--- src/rtl/gpio_irq_pkg.sv ---
`timescale 1ns/1ps
package gpio_irq_pkg;
  localparam int unsigned REG_AW  = 8;
  localparam int unsigned BUS_W   = 32;
  localparam int unsigned HALF_W  = 16;

  localparam logic [REG_AW-1:0] OFS_ENABLE = 8'h10;
  localparam logic [REG_AW-1:0] OFS_MASK   = 8'h18;
  localparam logic [REG_AW-1:0] OFS_TYPE   = 8'h20;
  localparam logic [REG_AW-1:0] OFS_POL    = 8'h28;
  localparam logic [REG_AW-1:0] OFS_ANY    = 8'h30;
  localparam logic [REG_AW-1:0] OFS_STAT   = 8'h50;
  localparam logic [REG_AW-1:0] OFS_RAW    = 8'h58;
  localparam logic [REG_AW-1:0] OFS_ACK    = 8'h60;

  typedef enum logic [3:0] {
    SEL_NONE, SEL_ENABLE, SEL_MASK, SEL_TYPE, SEL_POL,
    SEL_ANY, SEL_STAT, SEL_RAW, SEL_ACK
  } slot_sel_e;

  // Bit 2 picks the half; the remaining bits name the logical register.
  function automatic slot_sel_e slot_decode(input logic [REG_AW-1:0] a);
    logic [REG_AW-1:0] base;
    base = a & ~(REG_AW'(4));
    case (base)
      OFS_ENABLE: slot_decode = SEL_ENABLE;
      OFS_MASK:   slot_decode = SEL_MASK;
      OFS_TYPE:   slot_decode = SEL_TYPE;
      OFS_POL:    slot_decode = SEL_POL;
      OFS_ANY:    slot_decode = SEL_ANY;
      OFS_STAT:   slot_decode = SEL_STAT;
      OFS_RAW:    slot_decode = SEL_RAW;
      OFS_ACK:    slot_decode = SEL_ACK;
      default:    slot_decode = SEL_NONE;
    endcase
  endfunction
endpackage

--- src/rtl/gpio_irq_cfg.sv ---
`timescale 1ns/1ps
module gpio_irq_cfg
  import gpio_irq_pkg::*;
#(
  parameter int unsigned NPINS = 32
) (
  input  logic                 clk,
  input  logic                 rst,
  input  logic                 wr_en,
  input  slot_sel_e            wr_sel,
  input  logic                 wr_hi,
  input  logic [BUS_W-1:0]     wr_data,
  output logic [NPINS-1:0]     en_o,
  output logic [NPINS-1:0]     mask_o,
  output logic [NPINS-1:0]     type_o,
  output logic [NPINS-1:0]     pol_o,
  output logic [NPINS-1:0]     any_o,
  output logic [NPINS-1:0]     ack_o
);
  logic [NPINS-1:0] bit_we;
  logic [NPINS-1:0] bit_val;

  // Map each pin onto its half-word lane and its write-enable bit.
  for (genvar i = 0; i < NPINS; i++) begin : g_lane
    localparam int unsigned POS = i % HALF_W;
    localparam bit          HI  = (i >= HALF_W);
    assign bit_we[i]  = wr_en && (wr_hi == HI) && wr_data[HALF_W+POS];
    assign bit_val[i] = wr_data[POS];
  end

  function automatic logic [NPINS-1:0] merge(input logic [NPINS-1:0] old_v,
                                             input logic [NPINS-1:0] we_v,
                                             input logic [NPINS-1:0] val_v);
    merge = (old_v & ~we_v) | (val_v & we_v);
  endfunction

  logic [NPINS-1:0] en_q, mask_q, type_q, pol_q, any_q;

  always_ff @(posedge clk) begin
    if (rst) begin
      en_q   <= '0;
      mask_q <= '0;
      type_q <= '0;
      pol_q  <= '0;
      any_q  <= '0;
    end else begin
      case (wr_sel)
        SEL_ENABLE: en_q   <= merge(en_q,   bit_we, bit_val);
        SEL_MASK:   mask_q <= merge(mask_q, bit_we, bit_val);
        SEL_TYPE:   type_q <= merge(type_q, bit_we, bit_val);
        SEL_POL:    pol_q  <= merge(pol_q,  bit_we, bit_val);
        SEL_ANY:    any_q  <= merge(any_q,  bit_we, bit_val);
        default: ;
      endcase
    end
  end

  assign en_o   = en_q;
  assign mask_o = mask_q;
  assign type_o = type_q;
  assign pol_o  = pol_q;
  assign any_o  = any_q;
  assign ack_o  = (wr_sel == SEL_ACK) ? (bit_we & bit_val) : '0;
endmodule

--- src/rtl/gpio_irq_detect.sv ---
`timescale 1ns/1ps
module gpio_irq_detect #(
  parameter int unsigned NPINS = 32
) (
  input  logic             clk,
  input  logic             rst,
  input  logic [NPINS-1:0] pin_i,
  input  logic [NPINS-1:0] type_i,
  input  logic [NPINS-1:0] pol_i,
  input  logic [NPINS-1:0] any_i,
  input  logic [NPINS-1:0] ack_i,
  output logic [NPINS-1:0] raw_o
);
  logic [NPINS-1:0] pin_q;
  logic [NPINS-1:0] flag_q;

  always_ff @(posedge clk) begin
    if (rst) pin_q <= '0;
    else     pin_q <= pin_i;
  end

  for (genvar i = 0; i < NPINS; i++) begin : g_pin
    logic rise, fall, hit, flag_d;
    always_comb begin
      rise = pin_i[i] & ~pin_q[i];
      fall = ~pin_i[i] & pin_q[i];
      if (any_i[i]) hit = rise | fall;
      else          hit = pol_i[i] ? rise : fall;
      // A new edge wins over a same-cycle acknowledge.
      flag_d = type_i[i] ? ((flag_q[i] & ~ack_i[i]) | hit) : 1'b0;
    end

    always_ff @(posedge clk) begin
      if (rst) flag_q[i] <= 1'b0;
      else     flag_q[i] <= flag_d;
    end

    assign raw_o[i] = type_i[i] ? flag_q[i] : ~(pin_i[i] ^ pol_i[i]);
  end
endmodule

--- src/rtl/gpio_irq_unit.sv ---
`timescale 1ns/1ps
module gpio_irq_unit
  import gpio_irq_pkg::*;
#(
  parameter int unsigned NPINS = 32  // at most two half-word lanes (32)
) (
  input  logic              clk,
  input  logic              rst,
  input  logic [NPINS-1:0]  pin_i,
  input  logic              reg_we,
  input  logic [7:0]        reg_addr,
  input  logic [31:0]       reg_wdata,
  output logic [31:0]       reg_rdata,
  output logic              irq_o
);
  slot_sel_e        sel;
  logic             sel_hi;
  logic [NPINS-1:0] en_w, mask_w, type_w, pol_w, any_w, ack_w, raw_w, stat_w;

  assign sel    = slot_decode(reg_addr);
  assign sel_hi = reg_addr[2];

  gpio_irq_cfg #(.NPINS(NPINS)) cfg_i (
    .clk     (clk),
    .rst     (rst),
    .wr_en   (reg_we),
    .wr_sel  (sel),
    .wr_hi   (sel_hi),
    .wr_data (reg_wdata),
    .en_o    (en_w),
    .mask_o  (mask_w),
    .type_o  (type_w),
    .pol_o   (pol_w),
    .any_o   (any_w),
    .ack_o   (ack_w)
  );

  gpio_irq_detect #(.NPINS(NPINS)) det_i (
    .clk    (clk),
    .rst    (rst),
    .pin_i  (pin_i),
    .type_i (type_w),
    .pol_i  (pol_w),
    .any_i  (any_w),
    .ack_i  (ack_w),
    .raw_o  (raw_w)
  );

  assign stat_w = raw_w & en_w & ~mask_w;

  logic [BUS_W-1:0]  rd_full;
  logic [HALF_W-1:0] rd_half;

  always_comb begin
    rd_full = '0;
    case (sel)
      SEL_ENABLE: rd_full[NPINS-1:0] = en_w;
      SEL_MASK:   rd_full[NPINS-1:0] = mask_w;
      SEL_TYPE:   rd_full[NPINS-1:0] = type_w;
      SEL_POL:    rd_full[NPINS-1:0] = pol_w;
      SEL_ANY:    rd_full[NPINS-1:0] = any_w;
      SEL_STAT:   rd_full[NPINS-1:0] = stat_w;
      SEL_RAW:    rd_full[NPINS-1:0] = raw_w;
      default: ;
    endcase
    rd_half = sel_hi ? rd_full[BUS_W-1:HALF_W] : rd_full[HALF_W-1:0];
  end

  always_ff @(posedge clk) begin
    if (rst) begin
      reg_rdata <= '0;
      irq_o     <= 1'b0;
    end else begin
      reg_rdata <= {{(BUS_W-HALF_W){1'b0}}, rd_half};
      irq_o     <= |stat_w;
    end
  end
endmodule

--- config.mk ---
export PLATFORM = sky130hd
export DESIGN_NAME = gpio_irq_unit
export DESIGN_NICKNAME = d
export VERILOG_FILES = /design/src/rtl/gpio_irq_pkg.sv /design/src/rtl/gpio_irq_cfg.sv /design/src/rtl/gpio_irq_detect.sv /design/src/rtl/gpio_irq_unit.sv
export SDC_FILE = /design/constraint.sdc
export NUM_CORES = 1
export LEC_CHECK = 0
export CORE_MARGIN = 3
export CORE_UTILIZATION = 45
export DETAILED_ROUTE_END_ITERATION = 10
export RECOVER_POWER = 50
export SETUP_SLACK_MARGIN = 0.5
export SLEW_MARGIN = 15
export SYNTH_ARGS = -nofsm -noshare
export SYNTH_HDL_FRONTEND = slang
export SYNTH_HIERARCHICAL = 1
export SYNTH_SLANG_ARGS = --single-unit
--- constraint.sdc ---
create_clock -name clk -period 3.6 [get_ports clk]
set_clock_uncertainty 0.1 [all_clocks]
set_input_delay 0.9 -clock clk [delete_from_list [all_inputs] [get_ports clk]]
set_output_delay 0.9 -clock clk [all_outputs]
set_load 0.01 [all_outputs]
Yosys cells after proc, flatten, opt, wreduce, memory -nomap -nowiden
Index checks and enable logic that the tools add are counted.

operators by class
  eq/ne operators = 16
  muxes and demuxes = 100
  bitwise logic cells = 368
  reductions and logical operators = 67

operator list
  kind                number
  $and 32x32->32      8
  $pmux 32 s7         1
  $not 1->1           161
  $or 32x32->32       5
  $and 1x1->1         96
  $mux 1              96
  $not 32->32         2
  $or 1x1->1          64
  $reduce_or 2->1     32
  $logic_and 1x1->1   34
  $mux 32             1
  $pmux 4 s8          1
  $reduce_or 32->1    1
  $xor 1x1->1         32
  $eq 7x5->1 const B  3
  $eq 7x6->1 const B  3
  $eq 4x3->1 const B  4
  $mux 16             1
  $eq 7x4->1 const B  2
  $eq 4x2->1 const B  2
  $eq 4x1->1 const B  1
  $eq 4x4->1 const B  1

word-level totals
  register bits after elaboration = 257
  input port bits = 75

Logic depth before layout (Yosys ltp)
  depth in word-level cells = 8
  depth in mapped cells = 10
  mapped depth without buffers = 7

Cells and area by module
Netlist, hierarchy kept.

by module, submodules not included
  module           times used  cells each  area each (µm²)  sequential area each (µm²)
  gpio_irq_cfg     1           828         7453.4           3203.1
  gpio_irq_detect  1           519         4654.5           1281.2
  gpio_irq_unit    1           385         3081.7           340.3

Worst setup path after synthesis
No wires, ideal clock.

  path type = in2reg
  start = in reg_addr[7]
  end = reg with a tool-made name
  data arrival time = 2965 ps
  required time = 3370 ps
  slack = 404 ps
  cell stages on the path = 7
  cell sequence = buf_4 -> or3_1 -> a21oi_1 -> nor4b_4 -> buf_2 -> nand3_1 -> mux2i_1

RTL lines
  item         RTL line             RTL
  from (decl)  gpio_irq_unit.sv:11  input logic [7:0] reg_addr,

==> impl_metrics.json <==
{
  "postCtsSetupBuffers": 0,
  "final_cell_mix": "241 x dfxtp_1, 221 x nand2b_1, 177 x nand2_1",
  "status": "finished with violations",
  "intPower_mw": 4.58,
  "r2r_setup_slack_ps": 1190,
  "slew-limit-headroom_pct": -35.4,
  "drc": 0,
  "grt_pass1_vias": 12500,
  "setup_viol": 0,
  "final_common_cell": "dfxtp_1",
  "crit_type": "in2reg",
  "drt_iter0_drc": 1075,
  "hold_buffers": 0,
  "initial_core_util_pct": 46.2,
  "clock_sinks": 241,
  "final_nets": 1969,
  "antenna_left": 0,
  "power_density_nw_per_um2": 347,
  "cap_violations": 2,
  "ir_drop_uv": 326,
  "grt_antenna_before_repair": 1,
  "dieArea_um2": 36000,
  "whs_endpoint": "det_i/flag_q[25]$_SDFF_PP0_",
  "hpwl_mm": 33.9,
  "cts_resized": 0,
  "layout_min_cycle_time_ps": 3310,
  "portBuffers": 91,
  "max_freq_mhz": 302,
  "root_buffer": "clkbuf_16",
  "required_ps": 3970,
  "r2r_end": "reg_rdata[15]$_SDFF_PP0_",
  "yosysUniqueCellTypes": 72,
  "power_leakage_nw": 7.45,
  "fin_util_pct": 53.8,
  "ys_top_cells_by_area": "dfxtp_1 32%, mux2i_1 11%, nand2b_1 9.1%",
  "synth_top_area_cell": "dfxtp_1",
  "cts_htree_levels": 1,
  "wl_mm": 47.4,
  "startpoint_type": "primary input",
  "grt-ovfl-total": 0,
  "yosysWarnings": 6,
  "p_clk_share_pct": 45.2,
  "cts_tree": "yes",
  "syn-instance-count": 1732,
  "seqPwrFrac_pct": 44.1,
  "hold_viol": 0,
  "worst_pin_slew_ps": 2030,
  "tns_ps": 0,
  "syn_to_final_growth_pct": 16.3,
  "synth_top_area_share_pct": 31.8,
  "grt_pass1_wl_mm": 73.7,
  "switchingPower_mw": 1.56,
  "critPathMaxFanout": 20,
  "rows": 66,
  "num_vias": 12900,
  "min_path_cells": 2,
  "min_path_type": "reg2reg",
  "vias_per_cell": 5.64,
  "drive_gt1_share_pct": 14.7,
  "synth-main-ff-cell": "dfxtp_1",
  "crit_path_end_kind": "flop",
  "clockBufferDepth": 3,
  "rsz0062_at_grt": "yes",
  "num_io_pins": 108,
  "grt_max_degree": 54,
  "synthesis.area_um2": 15200,
  "seq_area_frac_synth_pct": 31.8,
  "die_h_um": 190,
  "post_drt_wl_per_cell_um": 20.7,
  "switching_share_pct": 25.4,
  "violations": "max-capacitance violations, max-slew violations",
  "die_x_um": 190,
  "routabilityCongestion": 0.902,
  "clk_pin_slew_worst_paths_ps": 60,
  "drv_slew": 94,
  "ys_ff_latch": 241,
  "arrival_ps": 3680,
  "fin_crit_sh_pct": 92.0,
  "first_pass_iters": 5,
  "cts_buffers": 29,
  "synth_edf_count": 0,
  "comb_power_share_pct": 10.7,
  "hp-start": "det_i/flag_q[25]$_SDFF_PP0_",
  "r2r_cells": 7,
  "grt_usage_pct": 25.8,
  "avgSynthCellArea_um2": 8.77,
  "clkLatencyLatePin_ps": 550,
  "ys_async_sr_fraction_pct": 0,
  "core-area_um2": 32900
}
## cells in the mapped netlist (8+ instances only)
library cell and count:
dfxtp_1 241, nand2b_1 221, nand2_1 177, mux2i_1 172, nand3_1 95, clkbuf_1 73
inv_1 68, ha_1 64, o21ai_0 60, nor2_1 54, and3_1 45, buf_2 36
mux2_4 32, o21ai_2 32, xor2_1 32, a21oi_2 27, a21oi_1 26, buf_4 24
nand3b_1 22, a22oi_1 15, buf_6 15, nor2b_1 15, a2111oi_0 14, a211oi_1 13
a32oi_1 12, a21boi_0 11, and4_1 10, nor3_1 10, a211oi_2 9, a221oi_1 8
o22ai_1 8
## final cells by class
class	instances	area, µm²
fillers	3110	15200
clock buffers	45	856
flip-flops and latches	241	4820
well taps	442	553
diodes	1	2.50
multi-input cells	1284	9350
repair buffers	206	1810
clock inverters	3	15.0
inverters	68	255
## logic make-up (layout without fill, tap and decap cells)
kind of cell             count (synthesis)  in the layout  share of synthesized area (%)
XOR/XNOR                                32             32                           1.85
adder cells (fa/ha/maj)                 64             64                           5.27
AO/OA/AOI/OAI                          269            269                           13.3
other                                    1             17                         0.0247
AND/OR/NAND/NOR                        698            698                           26.1
multiplexers                           205            205                           14.6
buffers and inverters                  222            322                           7.12
flip-flops                             241            241                           31.8
## metal layers
layer / track usage, % / part of all wire (%)
met1: 35.6 / 45
met2: 42.4 / 46
met3: 3.92 / 6.3
met4: 6.71 / 2.5
met5: 0 / 0.027
## worst max-delay path: stages
cell	delay, ps
dlygate4sd3_1	660
buf_12	200
nor2b_1	270
o21ai_0	170
a21oi_2	280
buf_4	240
nor4b_4	60
clkbuf_2	430
nand3_1	270
mux2i_1	200
## through the flow
step | setup slack, ps | total power [mW] | hold slack, ps | cell area [µm²] | instances
after detailed placement | 12.7 | 3.42 | 358 | 16900 | 2241
after global placement | 4.72 | 3.41 | 350 | 16900 | 2241
after floorplan | 533 | 3.14 | 341 | 15300 | 1747
after global routing | 243 | 6.32 | 389 | 17700 | 2289
after CTS | 553 | 6.18 | 367 | 17800 | 2289
final | 288 | 6.13 | 363 | 17700 | 2290
## worst max path at each step
stage                      from                           to  slack, ps
floorplan           reg_addr[4]  det_i/flag_q[10]$_SDFF_PP0_        530
global placement    reg_addr[6]     reg_rdata[13]$_SDFF_PP0_          5
detailed placement  reg_addr[4]     reg_rdata[13]$_SDFF_PP0_         10
CTS                 reg_addr[6]     reg_rdata[13]$_SDFF_PP0_        550
global route        reg_addr[5]      reg_rdata[9]$_SDFF_PP0_        240
finish              reg_addr[5]                         flop        290
## power groups by stage
stage	combinational (mW)	sequential (mW)	clock, mW
2_1_floorplan	0.381	2.76	0
3_3_place_gp	0.650	2.76	0
3_5_place_dp	0.656	2.76	0
4_1_cts	0.661	2.70	2.81
5_1_grt	0.705	2.71	2.91
6_report	0.658	2.70	2.77
Note: power is estimated with default switching activity, not from simulation.
